$ cat src/rtl/eager_arb_pkg.sv
package eager_arb_pkg;
  typedef enum logic [2:0] {
    POL_SPILL   = 3'd0,
    POL_FILL    = 3'd1,
    POL_ALT     = 3'd2,
    POL_THRESH  = 3'd3,
    POL_PREDICT = 3'd4
  } policy_e;
endpackage

$ cat src/rtl/eager_possible.sv
module eager_possible #(
  parameter int OCC_W = 8
) (
  input  logic [OCC_W-1:0] occ,
  input  logic [OCC_W-1:0] eff_occ,
  input  logic [OCC_W-1:0] cache_size,
  output logic             spill_ok,
  output logic             fill_ok,
  output logic             spill_thr,
  output logic             fill_thr
);
  logic [OCC_W-1:0] half;

  always_comb begin
    half      = cache_size >> 1;
    spill_ok  = (eff_occ != '0);
    fill_ok   = (occ < cache_size);
    spill_thr = spill_ok && (eff_occ > half);
    fill_thr  = fill_ok && (occ < half);
  end
endmodule

$ cat src/rtl/eager_pred_counter.sv
module eager_pred_counter #(
  parameter int CNT_W = 1
) (
  input  logic clk,
  input  logic rst_n,
  input  logic clear,
  input  logic inc,
  input  logic dec,
  output logic at_max,
  output logic at_min
);
  localparam logic [CNT_W-1:0] MAXV = {CNT_W{1'b1}};
  localparam logic [CNT_W-1:0] MIDV = MAXV >> 1;

  logic [CNT_W-1:0] cnt;

  always_ff @(posedge clk) begin
    if (!rst_n || clear) begin
      cnt <= MIDV;
    end else if (inc && !dec && cnt != MAXV) begin
      cnt <= cnt + 1'b1;
    end else if (dec && !inc && cnt != '0) begin
      cnt <= cnt - 1'b1;
    end
  end

  always_comb begin
    at_max = (cnt == MAXV);
    at_min = (cnt == '0);
  end

  assert_sat_hi_R8: assert property (@(posedge clk) disable iff (!rst_n)
    (at_max && inc && !dec && !clear) |=> at_max);
  assert_sat_lo_R8: assert property (@(posedge clk) disable iff (!rst_n)
    (at_min && dec && !inc && !clear) |=> at_min);
  assert_clear_mid_R11: assert property (@(posedge clk) disable iff (!rst_n)
    clear |=> (cnt == MIDV));
endmodule

$ cat src/rtl/eager_turn_pick.sv
module eager_turn_pick (
  input  logic clk,
  input  logic rst_n,
  input  logic clear,
  input  logic grant,
  input  logic cand_spill,
  input  logic cand_fill,
  output logic pick_spill,
  output logic pick_fill
);
  logic turn_fill;
  logic both;

  always_comb begin
    both       = cand_spill && cand_fill;
    pick_spill = both ? !turn_fill : cand_spill;
    pick_fill  = both ? turn_fill  : cand_fill;
  end

  always_ff @(posedge clk) begin
    if (!rst_n || clear) begin
      turn_fill <= 1'b0;
    end else if (grant && both) begin
      turn_fill <= !turn_fill;
    end
  end

  assert_turn_flip_R4: assert property (@(posedge clk) disable iff (!rst_n)
    (grant && both && !clear) |=> (turn_fill != $past(turn_fill)));
  assert_turn_hold_R5: assert property (@(posedge clk) disable iff (!rst_n)
    (!(grant && both) && !clear) |=> $stable(turn_fill));
endmodule

$ cat src/rtl/eager_xfer_arbiter.sv
module eager_xfer_arbiter #(
  parameter int OCC_W = 8,
  parameter int CNT_W = 1
) (
  input  logic             clk,
  input  logic             rst_n,
  input  logic [2:0]       mode,
  input  logic [OCC_W-1:0] occ,
  input  logic [OCC_W-1:0] eff_occ,
  input  logic [OCC_W-1:0] cache_size,
  input  logic             reserve_pulse,
  input  logic             ensure_pulse,
  input  logic             slot_grant,
  output logic             permit_spill,
  output logic             permit_fill
);
  import eager_arb_pkg::*;

  logic [2:0] mode_q;
  logic       mode_chg;
  logic       spill_ok, fill_ok, spill_thr, fill_thr;
  logic       cnt_max, cnt_min;
  logic       cand_spill, cand_fill;
  logic       pick_spill, pick_fill;

  always_ff @(posedge clk) begin
    if (!rst_n) mode_q <= POL_SPILL;
    else        mode_q <= mode;
  end

  assign mode_chg = (mode != mode_q);

  eager_possible #(.OCC_W(OCC_W)) u_possible (
    .occ(occ), .eff_occ(eff_occ), .cache_size(cache_size),
    .spill_ok(spill_ok), .fill_ok(fill_ok),
    .spill_thr(spill_thr), .fill_thr(fill_thr)
  );

  eager_pred_counter #(.CNT_W(CNT_W)) u_counter (
    .clk(clk), .rst_n(rst_n), .clear(mode_chg),
    .inc(reserve_pulse), .dec(ensure_pulse),
    .at_max(cnt_max), .at_min(cnt_min)
  );

  always_comb begin
    cand_spill = 1'b0;
    cand_fill  = 1'b0;
    case (mode_q)
      POL_SPILL:   cand_spill = spill_ok;
      POL_FILL:    cand_fill  = fill_ok;
      POL_ALT: begin
        cand_spill = spill_ok;
        cand_fill  = fill_ok;
      end
      POL_THRESH: begin
        cand_spill = spill_thr;
        cand_fill  = fill_thr;
      end
      POL_PREDICT: begin
        cand_spill = spill_ok && cnt_max;
        cand_fill  = fill_ok && cnt_min;
      end
      default: begin
        cand_spill = 1'b0;
        cand_fill  = 1'b0;
      end
    endcase
  end

  eager_turn_pick u_turn (
    .clk(clk), .rst_n(rst_n), .clear(mode_chg), .grant(slot_grant),
    .cand_spill(cand_spill), .cand_fill(cand_fill),
    .pick_spill(pick_spill), .pick_fill(pick_fill)
  );

  assign permit_spill = slot_grant && pick_spill;
  assign permit_fill  = slot_grant && pick_fill;

  assert_exclusive_R1: assert property (@(posedge clk) disable iff (!rst_n)
    $onehot0({permit_spill, permit_fill}));
  assert_no_grant_R1: assert property (@(posedge clk) disable iff (!rst_n)
    !slot_grant |-> !(permit_spill || permit_fill));
  assert_spill_only_R2: assert property (@(posedge clk) disable iff (!rst_n)
    (mode_q == POL_SPILL) |-> !permit_fill);
  assert_fill_only_R3: assert property (@(posedge clk) disable iff (!rst_n)
    (mode_q == POL_FILL) |-> !permit_spill);
  assert_thr_spill_R6: assert property (@(posedge clk) disable iff (!rst_n)
    (mode_q == POL_THRESH && permit_spill) |-> (eff_occ > (cache_size >> 1)));
  assert_thr_fill_R7: assert property (@(posedge clk) disable iff (!rst_n)
    (mode_q == POL_THRESH && permit_fill) |-> (occ < (cache_size >> 1)));
  assert_reserved_R10: assert property (@(posedge clk) disable iff (!rst_n)
    (mode_q > POL_PREDICT) |-> !(permit_spill || permit_fill));
  assert_possible_R2: assert property (@(posedge clk) disable iff (!rst_n)
    permit_spill |-> (eff_occ != '0));
endmodule

$ cat config.mk
export PLATFORM = sky130hd
export DESIGN_NAME = eager_xfer_arbiter
export DESIGN_NICKNAME = d
export VERILOG_FILES = /design/src/rtl/eager_arb_pkg.sv /design/src/rtl/eager_possible.sv /design/src/rtl/eager_pred_counter.sv /design/src/rtl/eager_turn_pick.sv /design/src/rtl/eager_xfer_arbiter.sv
export SDC_FILE = /design/constraint.sdc
export NUM_CORES = 1
export LEC_CHECK = 0
export ABC_AREA = 1
export BUFFER_PORTS_ARGS = -buffer_cell sky130_fd_sc_hd__buf_2
export CAP_MARGIN = 20
export CORE_UTILIZATION = 52
export CTS_BUF_LIST = sky130_fd_sc_hd__clkbuf_4
export DETAILED_ROUTE_END_ITERATION = 8
export GPL_TIMING_DRIVEN = 0
export HOLD_SLACK_MARGIN = 0.1
export PLACE_DENSITY = 0.87
export SYNTH_ARGS = -nofsm -noshare
export SYNTH_HDL_FRONTEND = slang
export SYNTH_SLANG_ARGS = --single-unit
$ cat constraint.sdc
create_clock -name clk -period 3.6 [get_ports clk]
set_input_delay 0 -clock clk [delete_from_list [all_inputs] [get_ports clk]]
set_output_delay 0 -clock clk [all_outputs]
set_load 0.005 [all_outputs]
==> reports/metrics.yaml <==
status: "completed"
gr-usage-met1_pct: 24.7
wl_per_cell_um: 10.4
fp.dieH_um: 42.5
cts-resized-gates: 0
final.setup_skew_ns: 0.000438
gp_congestion: 0.873
grt_pass1_wl_um: 3640
max_slew_margin_pct: 67.9
cpMostUsedCell: "nand2_1"
max_stage_delay_ns: 0.34
reg2reg_slack_ns: 2.26
postLayoutCoreUtil_pct: 74.6
core_area_um2: 1520
via_per_inst: 5.02
num_vias: 978
grt_util_met3_pct: 2.59
grt_use_met2_pct: 56.0
yosys.area.top_type: "ha_1"
pin_count: 34
grt_overflow: 0
crit_buf_inv: 1
first_iter_violations: 6
grt_busiest_layer: "met2"
clk_pin_slew_ns: 0.04
holdPathStages: 5
grt_pass1_vias: 1008
cp_slowest_cell: "dfxtp_1"
worstRegToRegCells: 10
synth_cells: 135
mostFrequentLayoutCell: "nand2_1"
clockBufferDepth: 2
final_cell_mix: "nand2_1, buf_2, inv_1"
critPathCaptureType: "primary output"
post-route-period-util_pct: 41.9
port_buffers: 33
cts.sinks: 5
avgSynthCellArea_um2: 6.31
crit_required_ns: 3.60
ir_drop_mv: 0.155
max-cap-violations: 0
cts_max_level: 1
reg2reg_to: "u_turn.turn_fill"
worstPathArrival_ns: 1.51
max_freq_mhz: 664
ys_seq_area_share_pct: 11.7
antenna_found_initial: 0
crit_type: "reg2out"
syn2layout_area_growth_pct: 33.5
hold_path_startpoint: "rst_n"
drtAntennaViolNets: 0
drc: 0
synth.cell_area_um2: 852
leakage_uw: 0.000688
hold_viol: 0
dr.pass1.iters: 4
dieArea_um2: 1800
synth_area_leaders: "ha_1, nand2_1, inv_1, dfxtp_1, a21oi_1"
min_to: "u_turn.turn_fill"
rsz0062_at_grt: "false"
min_period_ns: 1.51
synth_seq_cells: 5
drv_slew: 0
crit_family: "simple AND/OR/NAND/NOR gates"
r2r_start: "mode_q[1]"
initial_core_util_pct: 55.9
ys_types: 21
path_cells: "nor2_4, nand2_2, o21ai_0, nand2_1, nand2_1, nand2_1, o21ai_0, nor2_1, buf_2"
die_w_um: 42.5
fin_tns_setup_ns: 0
synthesis.nets: 187
grt_max_degree: 6
grt_usage_pct: 26.1
worst_pin_slew_ns: 0.477
num_antenna_cells: 0
setup_violations: 0
cp-start-kind: "flip-flop"
drive_gt1_share_pct: 25.1
routed_wirelength_um: 2030
rows: 14
yosys_warnings: 0
p_per_area_nw_per_um2: 207
clk-insertion-delay-late_ns: 0.24
hpwl_um: 1620
cts_tree: "built"
hp-class: "in2reg"
synth_top_area_share_pct: 29.4
cp_max_fo: 5
root_buffer: "clkbuf_4"
cts_buffers: 3
nets: 232
-- area by class of cell --
type	instances	area (µm²)
multi-input cells	103	651
fillers	130	387
repair buffers	40	235
inverters	27	101
flip-flops and latches	5	100
clock buffers	4	30.0
well taps	16	20.0
-- Yosys cell counts, drive strengths merged --
cell and n:
nand2 43, inv 27, ha 20, nor2 11
a21oi 7, dfxtp 5, nand3 5, o21ai 4
nor4 3, nand4 2, o21a 2, or2 2
a21boi 1, a41oi 1, o22ai 1, xor2 1
-- state kept, by name (all words and copies together), names as in the netlist --
signal / flops
u_counter.at_max: 1
u_turn.turn_fill: 1
mode_q: 3
-- metal layers --
metal / vias up / part of all wire [%]
met3: 4 / 4.3
met5: - / 0
met2: 28 / 53
li1: 521 / -
met1: 425 / 41
met4: 0 / 1.5
-- metrics by stage --
| step | area, µm² | std cells | hold slack [ns] | setup slack (ns) | power (µW) |
|---|---|---|---|---|---|
| 2_1_floorplan | 852 | 135 | 0.0935 | 2.40 | 121 |
| 3_3_place_gp | 1040 | 184 | 0.206 | 2.22 | 150 |
| 3_5_place_dp | 1040 | 184 | 0.209 | 2.12 | 156 |
| 4_1_cts | 1140 | 195 | 0.136 | 2.08 | 237 |
| 5_1_grt | 1140 | 195 | 0.165 | 1.89 | 256 |
| 6_report | 1140 | 195 | 0.147 | 2.09 | 235 |
-- cell families (layout without fill, tap and decap cells) --
kind of cell / count (synthesis) / in the layout / synth area share [%]
compound gates: 16 / 16 / 10.9
xor+xnor: 1 / 1 / 1.03
fa+ha+maj: 20 / 20 / 29.4
buf+inv: 27 / 71 / 11.9
flops: 5 / 5 / 11.7
simple gates: 66 / 66 / 35.1
-- how the worst max path moves through the flow --
stage | start | to | slack (ns) | cells past startpoint
floorplan | mode_q[1] | u_turn.turn_fill | 2.40 | 10
global placement | cache_size[4] | u_turn.turn_fill | 2.22 | 18
detailed placement | cache_size[4] | u_turn.turn_fill | 2.12 | 18
CTS | mode_q[1] | permit_spill | 2.08 | 8
global route | mode_q[1] | permit_fill | 1.89 | 9
finish | mode_q[1] | permit_fill | 2.09 | 9
-- power by group --
group	switching (µW)	internal [µW]
registers	2.33	57.7
clock network	23.3	49.4
logic	53.8	48.4
total	79.4	156
-- timing repair --
item,CTS,global route
setup buffers,0,0
endpoints found under the hold margin,4,0
hold buffers,7,0
-- worst register-to-register path, cell delays in order, from the launching register on --
cell and delay, ns:
dfxtp_1 0.34, nor2_4 0.13, nand2_2 0.08, o22ai_1 0.16, inv_1 0.08, nand2_2 0.08, nand3_2 0.09, nor2_2 0.14
nand2_1 0.06, nand2_1 0.05, nor2_1 0.03
Note: power is estimated with default switching activity, not from simulation.
